File: src/rtl/eeboot_pkg.sv
package eeboot_pkg;
  typedef enum logic [1:0] {
    BOOT_BUILTIN  = 2'd0,
    BOOT_EE_ID    = 2'd1,
    BOOT_RAM_LOAD = 2'd2
  } boot_mode_e;

  typedef enum logic [2:0] {
    ST_SIG,
    ST_IDS,
    ST_HDR,
    ST_DATA,
    ST_DONE
  } seq_st_e;

  localparam int unsigned HDR_W = 16;
  localparam int unsigned ID_BYTES = 6;
  localparam int unsigned HDR_BYTES = 4;
endpackage

File: src/rtl/eeboot_fetch.sv
module eeboot_fetch #(
  parameter int unsigned AW = 16
) (
  input  logic          clk,
  input  logic          rst_n,
  input  logic          go,
  output logic          busy,
  output logic          rd_req,
  output logic [AW-1:0] rd_addr,
  input  logic          rd_ack,
  input  logic          rd_nack,
  input  logic [7:0]    rd_data,
  output logic          got,
  output logic          got_nack,
  output logic [7:0]    got_data
);
  logic          req_q, req_d;
  logic [AW-1:0] addr_q, addr_d;
  logic          got_q, got_d;
  logic          nack_q, nack_d;
  logic [7:0]    data_q, data_d;

  always_comb begin
    req_d  = req_q;
    addr_d = addr_q;
    got_d  = 1'b0;
    nack_d = 1'b0;
    data_d = data_q;
    if (req_q) begin
      if (rd_nack) begin
        req_d  = 1'b0;
        got_d  = 1'b1;
        nack_d = 1'b1;
      end else if (rd_ack) begin
        req_d  = 1'b0;
        got_d  = 1'b1;
        data_d = rd_data;
        addr_d = addr_q + AW'(1);
      end
    end else if (go) begin
      req_d = 1'b1;
    end
  end

  always_ff @(posedge clk or negedge rst_n) begin
    if (!rst_n) begin
      req_q  <= 1'b0;
      addr_q <= '0;
      got_q  <= 1'b0;
      nack_q <= 1'b0;
      data_q <= '0;
    end else begin
      req_q  <= req_d;
      addr_q <= addr_d;
      got_q  <= got_d;
      nack_q <= nack_d;
      data_q <= data_d;
    end
  end

  assign busy     = req_q;
  assign rd_req   = req_q;
  assign rd_addr  = addr_q;
  assign got      = got_q;
  assign got_nack = nack_q;
  assign got_data = data_q;

  assert_addr_held_R2: assert property (@(posedge clk) disable iff (!rst_n)
    (rd_req && !rd_ack && !rd_nack) |=> (rd_req && $stable(rd_addr)));

  assert_req_drops_R2: assert property (@(posedge clk) disable iff (!rst_n)
    (rd_req && (rd_ack || rd_nack)) |=> (!rd_req && got));

  assert_addr_step_R2: assert property (@(posedge clk) disable iff (!rst_n)
    (rd_req && rd_ack && !rd_nack) |=> (rd_addr == $past(rd_addr) + AW'(1)));
endmodule

File: src/rtl/eeboot_ram_gate.sv
module eeboot_ram_gate #(
  parameter int unsigned AW          = 16,
  parameter int unsigned CODE_BYTES  = 8192,
  parameter int unsigned SCR_BASE    = 32'hE000,
  parameter int unsigned SCR_BYTES   = 512
) (
  input  logic          clk,
  input  logic          rst_n,
  input  logic          try_we,
  input  logic [AW-1:0] try_addr,
  input  logic [7:0]    try_data,
  output logic          ram_we,
  output logic [AW-1:0] ram_addr,
  output logic [7:0]    ram_wdata
);
  localparam logic [AW:0] CODE_LIM = (AW+1)'(CODE_BYTES);
  localparam logic [AW:0] SCR_LO   = (AW+1)'(SCR_BASE);
  localparam logic [AW:0] SCR_HI   = (AW+1)'(SCR_BASE + SCR_BYTES);

  function automatic logic in_window(input logic [AW-1:0] a);
    logic [AW:0] ax;
    ax = {1'b0, a};
    return (ax < CODE_LIM) || ((ax >= SCR_LO) && (ax < SCR_HI));
  endfunction

  logic          we_q, we_d;
  logic [AW-1:0] addr_q, addr_d;
  logic [7:0]    data_q, data_d;

  always_comb begin
    we_d   = 1'b0;
    addr_d = addr_q;
    data_d = data_q;
    if (try_we) begin
      we_d   = in_window(try_addr);
      addr_d = try_addr;
      data_d = try_data;
    end
  end

  always_ff @(posedge clk or negedge rst_n) begin
    if (!rst_n) begin
      we_q   <= 1'b0;
      addr_q <= '0;
      data_q <= '0;
    end else begin
      we_q   <= we_d;
      addr_q <= addr_d;
      data_q <= data_d;
    end
  end

  assign ram_we    = we_q;
  assign ram_addr  = addr_q;
  assign ram_wdata = data_q;

  assert_we_in_window_R7: assert property (@(posedge clk) disable iff (!rst_n)
    ram_we |-> ((ram_addr < AW'(CODE_BYTES)) ||
                ((ram_addr >= AW'(SCR_BASE)) && (ram_addr <= AW'(SCR_BASE + SCR_BYTES - 1)))));

  assert_we_follows_try_R5: assert property (@(posedge clk) disable iff (!rst_n)
    ram_we |-> $past(try_we));
endmodule

File: src/rtl/eeboot_seq.sv
module eeboot_seq
  import eeboot_pkg::*;
#(
  parameter logic [15:0] DEF_VID  = 16'h04B4,
  parameter logic [15:0] DEF_PID  = 16'h8613,
  parameter logic [15:0] DEF_DID  = 16'h0004,
  parameter logic [7:0]  SIG_IDS  = 8'hC0,
  parameter logic [7:0]  SIG_LOAD = 8'hC2
) (
  input  logic             clk,
  input  logic             rst_n,
  input  logic             byte_got,
  input  logic             byte_nack,
  input  logic [7:0]       byte_data,
  input  logic             fetch_busy,
  output logic             fetch_go,
  output logic             wr_try,
  output logic [HDR_W-1:0] wr_addr,
  output logic [7:0]       wr_data,
  output logic [15:0]      vid,
  output logic [15:0]      pid,
  output logic [15:0]      did,
  output boot_mode_e       mode,
  output logic             done,
  output logic             err
);
  localparam logic [2:0] ID_LAST  = 3'(ID_BYTES - 1);
  localparam logic [2:0] HDR_LAST = 3'(HDR_BYTES - 1);

  seq_st_e          st_q, st_d;
  logic [2:0]       cnt_q, cnt_d;
  logic [47:0]      sh_q, sh_d;
  logic [HDR_W-1:0] len_q, len_d;
  logic [HDR_W-1:0] ptr_q, ptr_d;
  logic [15:0]      vid_q, vid_d, pid_q, pid_d, did_q, did_d;
  boot_mode_e       mode_q, mode_d;
  logic             done_q, done_d;
  logic             err_q, err_d;

  logic [47:0] id_cat;
  logic [31:0] hdr_cat;

  assign id_cat  = {byte_data, sh_q[47:8]};
  assign hdr_cat = {sh_q[23:0], byte_data};

  assign fetch_go = !done_q && !fetch_busy && !byte_got;
  assign wr_try   = (st_q == ST_DATA) && byte_got && !byte_nack;
  assign wr_addr  = ptr_q;
  assign wr_data  = byte_data;

  always_comb begin
    st_d   = st_q;
    cnt_d  = cnt_q;
    sh_d   = sh_q;
    len_d  = len_q;
    ptr_d  = ptr_q;
    vid_d  = vid_q;
    pid_d  = pid_q;
    did_d  = did_q;
    mode_d = mode_q;
    done_d = done_q;
    err_d  = err_q;
    if (byte_got && !done_q) begin
      if (byte_nack) begin
        st_d   = ST_DONE;
        done_d = 1'b1;
        mode_d = BOOT_BUILTIN;
        vid_d  = DEF_VID;
        pid_d  = DEF_PID;
        did_d  = DEF_DID;
        err_d  = (st_q != ST_SIG);
      end else begin
        unique case (st_q)
          ST_SIG: begin
            cnt_d = '0;
            if (byte_data == SIG_IDS) begin
              st_d = ST_IDS;
            end else if (byte_data == SIG_LOAD) begin
              st_d = ST_HDR;
            end else begin
              st_d   = ST_DONE;
              done_d = 1'b1;
              mode_d = BOOT_BUILTIN;
            end
          end
          ST_IDS: begin
            sh_d  = id_cat;
            cnt_d = cnt_q + 3'd1;
            if (cnt_q == ID_LAST) begin
              vid_d  = id_cat[15:0];
              pid_d  = id_cat[31:16];
              did_d  = id_cat[47:32];
              mode_d = BOOT_EE_ID;
              done_d = 1'b1;
              st_d   = ST_DONE;
            end
          end
          ST_HDR: begin
            sh_d  = {16'h0, hdr_cat};
            cnt_d = cnt_q + 3'd1;
            if (cnt_q == HDR_LAST) begin
              cnt_d = '0;
              if (hdr_cat[31]) begin
                mode_d = BOOT_RAM_LOAD;
                done_d = 1'b1;
                st_d   = ST_DONE;
              end else if (hdr_cat[30:16] != '0) begin
                len_d = hdr_cat[31:16];
                ptr_d = hdr_cat[15:0];
                st_d  = ST_DATA;
              end
            end
          end
          ST_DATA: begin
            ptr_d = ptr_q + HDR_W'(1);
            len_d = len_q - HDR_W'(1);
            if (len_q == HDR_W'(1)) begin
              st_d  = ST_HDR;
              cnt_d = '0;
            end
          end
          default: begin
            st_d = ST_DONE;
          end
        endcase
      end
    end
  end

  always_ff @(posedge clk or negedge rst_n) begin
    if (!rst_n) begin
      st_q   <= ST_SIG;
      cnt_q  <= '0;
      sh_q   <= '0;
      len_q  <= '0;
      ptr_q  <= '0;
      vid_q  <= DEF_VID;
      pid_q  <= DEF_PID;
      did_q  <= DEF_DID;
      mode_q <= BOOT_BUILTIN;
      done_q <= 1'b0;
      err_q  <= 1'b0;
    end else begin
      st_q   <= st_d;
      cnt_q  <= cnt_d;
      sh_q   <= sh_d;
      len_q  <= len_d;
      ptr_q  <= ptr_d;
      vid_q  <= vid_d;
      pid_q  <= pid_d;
      did_q  <= did_d;
      mode_q <= mode_d;
      done_q <= done_d;
      err_q  <= err_d;
    end
  end

  assign vid  = vid_q;
  assign pid  = pid_q;
  assign did  = did_q;
  assign mode = mode_q;
  assign done = done_q;
  assign err  = err_q;

  assert_done_sticky_R10: assert property (@(posedge clk) disable iff (!rst_n)
    done_q |=> done_q);

  assert_outputs_frozen_R10: assert property (@(posedge clk) disable iff (!rst_n)
    done_q |=> $stable({vid_q, pid_q, did_q, mode_q, err_q}));

  assert_no_fetch_after_done_R9: assert property (@(posedge clk) disable iff (!rst_n)
    done_q |-> (!fetch_go && !wr_try));

  assert_err_builtin_R9: assert property (@(posedge clk) disable iff (!rst_n)
    err_q |-> (mode_q == BOOT_BUILTIN && vid_q == DEF_VID && pid_q == DEF_PID && did_q == DEF_DID));

  assert_data_has_length_R6: assert property (@(posedge clk) disable iff (!rst_n)
    (st_q == ST_DATA) |-> (len_q != '0 && !len_q[HDR_W-1]));
endmodule

File: src/rtl/eeprom_boot_sel.sv
module eeprom_boot_sel
  import eeboot_pkg::*;
#(
  parameter int unsigned EE_AW      = 16,
  parameter logic [15:0] DEF_VID    = 16'h04B4,
  parameter logic [15:0] DEF_PID    = 16'h8613,
  parameter logic [15:0] DEF_DID    = 16'h0004,
  parameter logic [7:0]  SIG_IDS    = 8'hC0,
  parameter logic [7:0]  SIG_LOAD   = 8'hC2,
  parameter int unsigned CODE_BYTES = 8192,
  parameter int unsigned SCR_BASE   = 32'hE000,
  parameter int unsigned SCR_BYTES  = 512
) (
  input  logic             clk,
  input  logic             rst_n,
  input  logic             cfg_fast,
  output logic             ee_req,
  output logic [EE_AW-1:0] ee_addr,
  output logic             ee_fast,
  input  logic             ee_ack,
  input  logic             ee_nack,
  input  logic [7:0]       ee_data,
  output logic             ram_we,
  output logic [15:0]      ram_addr,
  output logic [7:0]       ram_wdata,
  output logic [15:0]      id_vendor,
  output logic [15:0]      id_product,
  output logic [15:0]      id_release,
  output logic [1:0]       boot_mode,
  output logic             boot_err,
  output logic             boot_done,
  output logic             cpu_hold
);
  logic rst_meta_q, rst_sync_q;

  always_ff @(posedge clk or negedge rst_n) begin
    if (!rst_n) begin
      rst_meta_q <= 1'b0;
      rst_sync_q <= 1'b0;
    end else begin
      rst_meta_q <= 1'b1;
      rst_sync_q <= rst_meta_q;
    end
  end

  logic             go, busy, got, got_nack;
  logic [7:0]       got_data;
  logic             wr_try;
  logic [HDR_W-1:0] wr_addr;
  logic [7:0]       wr_data;
  boot_mode_e       mode;

  eeboot_fetch #(.AW(EE_AW)) u_fetch (
    .clk      (clk),
    .rst_n    (rst_sync_q),
    .go       (go),
    .busy     (busy),
    .rd_req   (ee_req),
    .rd_addr  (ee_addr),
    .rd_ack   (ee_ack),
    .rd_nack  (ee_nack),
    .rd_data  (ee_data),
    .got      (got),
    .got_nack (got_nack),
    .got_data (got_data)
  );

  eeboot_seq #(
    .DEF_VID (DEF_VID),
    .DEF_PID (DEF_PID),
    .DEF_DID (DEF_DID),
    .SIG_IDS (SIG_IDS),
    .SIG_LOAD(SIG_LOAD)
  ) u_seq (
    .clk        (clk),
    .rst_n      (rst_sync_q),
    .byte_got   (got),
    .byte_nack  (got_nack),
    .byte_data  (got_data),
    .fetch_busy (busy),
    .fetch_go   (go),
    .wr_try     (wr_try),
    .wr_addr    (wr_addr),
    .wr_data    (wr_data),
    .vid        (id_vendor),
    .pid        (id_product),
    .did        (id_release),
    .mode       (mode),
    .done       (boot_done),
    .err        (boot_err)
  );

  eeboot_ram_gate #(
    .AW        (HDR_W),
    .CODE_BYTES(CODE_BYTES),
    .SCR_BASE  (SCR_BASE),
    .SCR_BYTES (SCR_BYTES)
  ) u_gate (
    .clk      (clk),
    .rst_n    (rst_sync_q),
    .try_we   (wr_try),
    .try_addr (wr_addr),
    .try_data (wr_data),
    .ram_we   (ram_we),
    .ram_addr (ram_addr),
    .ram_wdata(ram_wdata)
  );

  assign boot_mode = mode;
  assign ee_fast   = cfg_fast;
  assign cpu_hold  = !boot_done;

  assert_no_req_while_done_R4: assert property (@(posedge clk) disable iff (!rst_sync_q)
    (boot_done && !ee_req) |=> !ee_req);

  assert_hold_released_once_R10: assert property (@(posedge clk) disable iff (!rst_sync_q)
    $fell(cpu_hold) |-> $rose(boot_done));
endmodule

File: config.mk
export PLATFORM = sky130hd
export DESIGN_NAME = eeprom_boot_sel
export DESIGN_NICKNAME = d
export VERILOG_FILES = /design/src/rtl/eeboot_pkg.sv /design/src/rtl/eeboot_fetch.sv /design/src/rtl/eeboot_ram_gate.sv /design/src/rtl/eeboot_seq.sv /design/src/rtl/eeprom_boot_sel.sv
export SDC_FILE = /design/constraint.sdc
export NUM_CORES = 1
export LEC_CHECK = 0
export CELL_PAD_IN_SITES_DETAIL_PLACEMENT = 0
export CELL_PAD_IN_SITES_GLOBAL_PLACEMENT = 1
export CORE_AREA = 2 2 188 190
export DETAILED_ROUTE_END_ITERATION = 10
export DIE_AREA = 0 0 190 192
export DONT_BUFFER_PORTS = 1
export GPL_ROUTABILITY_DRIVEN = 0
export PLACE_DENSITY_LB_ADDON = 0.1
export SYNTH_ARGS = -nofsm -noshare
export SYNTH_HDL_FRONTEND = slang
export SYNTH_SLANG_ARGS = --single-unit
File: constraint.sdc
create_clock -name clk -period 6.7 [get_ports clk]
set_clock_uncertainty 0.1 [all_clocks]
set_input_delay 0.67 -clock clk [delete_from_list [all_inputs] [get_ports clk]]
set_output_delay 0.67 -clock clk [all_outputs]
set_load 0.03 [all_outputs]
Yosys cells after proc, flatten, opt, wreduce, memory -nomap -nowiden
Index checks and enable logic that the tools add are counted.
W data, S select, Z words.
{"block": "word_totals", "in_bits": 13, "register_bits": 192, "output_inout_bits": 96, "wordCells": 131}
{"block": "op_classes", "n_lt_le_gt_ge": 3, "mux": 54, "add_sub_neg": 4, "bitwise": 2, "reduce_logical": 28, "n_eq_ne": 19}
{"cell": "$mux W16", "count": 15}
{"cell": "$pmux W48 S2", "count": 1}
{"cell": "$pmux W16 S2", "count": 2}
{"cell": "$add A16 B1 Y16 const B", "count": 2}
{"cell": "$mux W3", "count": 10}
{"cell": "$pmux W3 S4", "count": 2}
{"cell": "$eq A16 B1 Y1 const B", "count": 1}
{"cell": "$eq A8 B8 Y1 const B", "count": 2}
{"cell": "$ge A16 B16 Y1 const B", "count": 1}
{"cell": "$lt A16 B14 Y1 const B", "count": 1}
{"cell": "$lt A16 B16 Y1 const B", "count": 1}
{"cell": "$mux W1", "count": 16}
{"cell": "$sub A16 B1 Y16 const B", "count": 1}
{"cell": "$reduce_bool A15 Y1", "count": 1}
{"cell": "$mux W2", "count": 6}
{"cell": "$eq A3 B2 Y1 const B", "count": 3}
{"cell": "$ne A3 B2 Y1 const B", "count": 3}
{"cell": "$ne A3 B3 Y1 const B", "count": 3}
{"cell": "$reduce_and A3 Y1", "count": 3}
{"cell": "$reduce_bool A2 Y1", "count": 4}
{"cell": "$reduce_bool A4 Y1", "count": 2}
{"cell": "$reduce_and A7 Y1", "count": 1}
{"cell": "$logic_and A1 B1 Y1", "count": 6}
{"cell": "$pmux W2 S3", "count": 1}
{"cell": "16 further kinds", "count": 22}

Logic depth before layout (Yosys ltp)
{"block": "depth", "ltp_word": 6, "ltp_mapped": 8, "depth_no_buf": 7}

Modules after synthesis
Synthesis repeated with hierarchy kept, for this count alone.
{"block": "hier_totals", "cells_unflattened": 788, "area_unflattened_um2": 8765.9}
{"mod": "eeboot_seq", "instances": 1, "seq_area_each_um2": 3468.3, "cells_each": 642, "area_each_um2": 6546.3}
{"mod": "eeboot_fetch", "instances": 1, "seq_area_each_um2": 675.6, "cells_each": 85, "area_each_um2": 1207.4}
{"mod": "eeboot_ram_gate", "instances": 1, "seq_area_each_um2": 625.6, "cells_each": 56, "area_each_um2": 947.2}
{"mod": "eeprom_boot_sel", "instances": 1, "seq_area_each_um2": 50.0, "cells_each": 5, "area_each_um2": 65.1}

Worst setup path after synthesis
Ideal clock, no wire load.
{"block": "synth_path", "kind": "register to register", "start": "register u_fetch.data_q[4], in the netlist u_fetch.got_data[4]", "end": "register u_seq.mode_q[1], in the netlist u_seq.mode[1]", "slack_ps": 4630, "stages_incl_launch_ff": 6, "arrival_time_ps": 1860, "required_time_ps": 6490, "path_cell_list": "dfrtp_1 > or4_1 > or4b_4 > a31oi_2 > o21ai_1 > o41ai_1"}
{"block": "synth_via", "elab_chain_cells": 3}
{"item": "start: declaration", "line": "eeboot_fetch.sv:21", "source": "logic [7:0] data_q, data_d;"}
{"item": "start signal: assignment", "line": "eeboot_fetch.sv:57", "source": "data_q <= data_d;"}
{"item": "$eq A8 B8 Y1 (on tied branches)", "line": "eeboot_seq.sv:76, eeboot_seq.sv:78"}
{"item": "$ne A3 B3 Y1 (no line)"}
{"item": "$reduce_and A7 Y1 (no line) *"}
{"item": "end signal: assignment", "line": "eeboot_seq.sv:152", "source": "mode_q <= mode_d;"}
{"item": "end: declaration", "line": "eeboot_seq.sv:36", "source": "boot_mode_e mode_q, mode_d;"}
Every way passes the cells marked *; elsewhere a longest branch is shown, timed or not.
A chain may end at the register's enable or synchronous reset.

Worst setup path in the final report
{"block": "layout_path", "start": "register u_fetch.nack_q, in the netlist u_fetch.got_nack", "end": "register u_seq.len_q[3]"}
{"block": "layout_via", "elab_chain_cells": 2}
{"item": "start: declaration", "line": "eeboot_fetch.sv:20", "source": "logic nack_q, nack_d;"}
{"item": "start signal: assignment", "line": "eeboot_fetch.sv:56", "source": "nack_q <= nack_d;"}
{"item": "$not A1 Y1 (no line)"}
{"item": "$reduce_and A6 Y1 (no line)"}
{"item": "end signal: assignment", "line": "eeboot_seq.sv:147", "source": "len_q <= len_d;"}
{"item": "end: declaration", "line": "eeboot_seq.sv:33", "source": "logic [HDR_W-1:0] len_q, len_d;"}
No other way between the ends.

==> results.cfg <==
[pwr]
p_switching_w = 0.0006349
p_leak_nw = 4.335
peakVddDrop_uv = 184.0
intPower_w = 0.001808
power.share.combinational = 0.028
switching_share = 0.2599
p_per_area_nw_per_um2 = 255.2
seqPwrFrac = 0.530
clockPowerShare = 0.442

[timing]
slew_headroom = 0.3766
fmax_mhz = 367.9
setup_violations = 0
post-route-min-period_ns = 2.718
hold_viol = 0
rsz0062_at_grt = no
tightest_slew_ns = 0.9266
tns_ns = 0
maxSlewViolCount = 0
fin_crit_sh = 0.4057

[die]
ios = 109
die_w_um = 190
coreArea_um2 = 34290
initial_core_util = 0.2472
die_height_um = 192
row_count = 68
die_area_um2 = 36480

[cts]
clk_pin_slew_ns = 0.08
cts_root_buf = clkbuf_16
cts_max_path_buffers = 2
h-tree-depth = 4
cts_made_buffers = 17
clock_sinks = 192
worstSkewPairLatency_ns = 0.45
cts_tree = built

[critical_path]
critical-path-top-delay-family = compound AO/OA/AOI/OAI gates
critPathSlowestCell = dfrtp_1
rr_endpoint = u_seq.len_q[3]
crit_path_end_kind = flop
worstPathRequired_ns = 6.92
crit_buf_inv = 0
arrival_ns = 2.94
path_cells = or3b_1, nor2_1, a31o_2, o21ai_0, a221o_1
timing.rr.start = u_fetch.got_nack
worstPathMaxFanout = 25
crit_path_start_kind = flop
slowest_delay_ns = 0.56
crit_type = flop to flop
reg2reg_depth = 5
r2r_slack_ns = 3.98

[synthesis]
synth_flop_cell = dfrtp_1
yosysUniqueCellTypes = 63
yosysTopAreaCellShare = 0.5315
ys_ff_latch = 192
synthTopCellsByArea = dfrtp_1 (53%), nand2_1 (5.8%), o21ai_1 (4.5%), mux2i_1 (3.9%), a22o_1 (3.8%)
yosysSeqAreaShare = 0.5687
yosys.area.top_type = dfrtp_1
async_flop_share = 1.000
synth_area_per_cell_um2 = 10.58
synthCells = 801
synth_fp_nets = 822
synth_area_um2 = 8474
yosys_warnings = 0
synth_edf_count = 0

[cells_and_area]
fin_nets = 802
drive_gt1_frac = 0.09320
postLayoutCellArea_um2 = 9572
syn_to_final_growth_pct = 12.95
layout_commonest_cell = dfrtp_1
antennaDiodeCount = 0
mostFrequentLayoutCells = dfrtp_1 (179), nand2_1 (132), o21ai_1 (74)
nFillCells = 3588

[worst_hold_path]
min_path_cells = 2
min_from = ee_data[6]
whs_endpoint = u_fetch.got_data[6]
hold_path_class = input pin to flop

[global_route]
grt_pass1_vias = 6297
grt_usage = 0.1508
grt_remaining_overflow = 0
antenna_found_initial = 0
grt_pass1_wl_um = 40880
grt_start_max_net_pins = 129

[drt]
vias = 6097
vias_per_cell = 4.882
antenna_left = 0
drt_iter0_drc = 337
routed_wl_um = 26340
drtPass1Iterations = 5
drc = 0
drt-wirelength-per-cell_um = 21.09

[place]
portBuffers = 0
dp_hpwl_um = 17650
placed_area_um2 = 8956

[job]
maxCapViolCount = 0

[run_status]
status = finished clean
## state kept, by name, indices dropped and copies added, names as in the netlist, 2 cells and up
name,flops
u_seq.cnt_q,3
u_seq.did,16
u_seq.vid,16
u_seq.len_q,16
u_fetch.got_data,8
u_seq.mode,2
u_gate.ram_wdata,8
u_fetch.rd_addr,16
u_seq.wr_addr,16
u_seq.st_q,3
u_seq.pid,16
u_seq.sh_q,48
u_gate.ram_addr,16
## logic make-up after synthesis
logic type                 synth area share
AOI/OAI and AO/OA                    0.1679
xor gates and xnor gates            0.01550
adders and majority gates           0.01181
buffers and inverters               0.02805
DFF                                  0.5687
muxes                               0.07087
other                             0.0004425
and+or+nand+nor                      0.1367
## through the flow
step / instances / power (W) / utilization / hold WS [ns] / setup WS (ns)
global placement: 1216 / 0.001390 / 0.2612 / 0.2384 / 4.073
finish: 1249 / 0.002443 / 0.2792 / 0.2342 / 3.982
detailed placement: 1216 / 0.001391 / 0.2612 / 0.2426 / 4.044
CTS: 1249 / 0.002485 / 0.2792 / 0.2124 / 4.012
global route: 1249 / 0.002551 / 0.2792 / 0.2242 / 3.840
floorplan: 801 / 0.001311 / - / 0.2312 / 0.8746
## power by group through the flow
stage	logic, W	clock network (W)	registers [W]
global route	0.0000790	0.00117	0.00130
finish	0.0000686	0.00108	0.00129
detailed placement	0.0000689	0	0.00132
floorplan	0.0000451	0	0.00127
global placement	0.0000683	0	0.00132
CTS	0.0000699	0.00112	0.00130
## layout make-up
cell class	count	area (um^2)	share of cell area
Clock buffer	20	446.7	0.04667
Clock inverter	12	158.9	0.01660
Inverter	12	45.04	0.004706
Multi-Input combinational cell	548	3438	0.3592
Sequential cell	192	4823	0.5039
Tap cell	455	569.3	0.05948
Timing Repair Buffer	10	90.09	0.009412
## synthesized netlist by cell type (all sizes together), types with 3 or more instances
| cell | number |
|---|---|
| a21oi | 21 |
| a221o | 5 |
| a22o | 37 |
| a22oi | 4 |
| a2bb2oi | 5 |
| a31oi | 6 |
| and3 | 4 |
| buf | 7 |
| clkbuf | 42 |
| dfrtp | 180 |
| dfstp | 12 |
| ha | 8 |
| inv | 12 |
| mux2 | 24 |
| mux2i | 33 |
| nand2 | 132 |
| nand3 | 23 |
| nand3b | 3 |
| nand4 | 11 |
| nor2 | 40 |
| nor2b | 3 |
| nor3 | 16 |
| nor4 | 9 |
| o21a | 5 |
| o21ai | 91 |
| o22a | 14 |
| o22ai | 3 |
| o41ai | 3 |
| xnor2 | 12 |
| xor2 | 3 |
## per-layer routing
layer	routed length (um)	vias up	GRT usage
met5	0	-	0
met4	271	0	0.04025
met3	1372	18	0.03800
met2	12590	138	0.2428
met1	12100	3102	0.2016
li1	-	2839	-
## how the worst max path moves through the flow
stage / from / endpoint / slack, ns / depth (start not counted)
global route: u_fetch.got_nack / u_seq.len_q[3] / 3.84 / 5
detailed placement: u_fetch.got_nack / u_seq.len_q[3] / 4.04 / 5
finish: u_fetch.got_nack / u_seq.len_q[3] / 3.98 / 5
floorplan: rst_sync_q / u_fetch.busy / 0.87 / 0
CTS: u_fetch.got_nack / u_seq.len_q[3] / 4.01 / 5
global placement: u_fetch.got_nack / u_seq.len_q[3] / 4.07 / 5
## timing repair
item                                   4_1_cts  5_1_grt
endpoints found under the hold margin        2        0
setup buffers                                0        0
resized for setup                            0        0
hold buffers                                 1        0
Note: power is estimated with default switching activity, not from simulation.
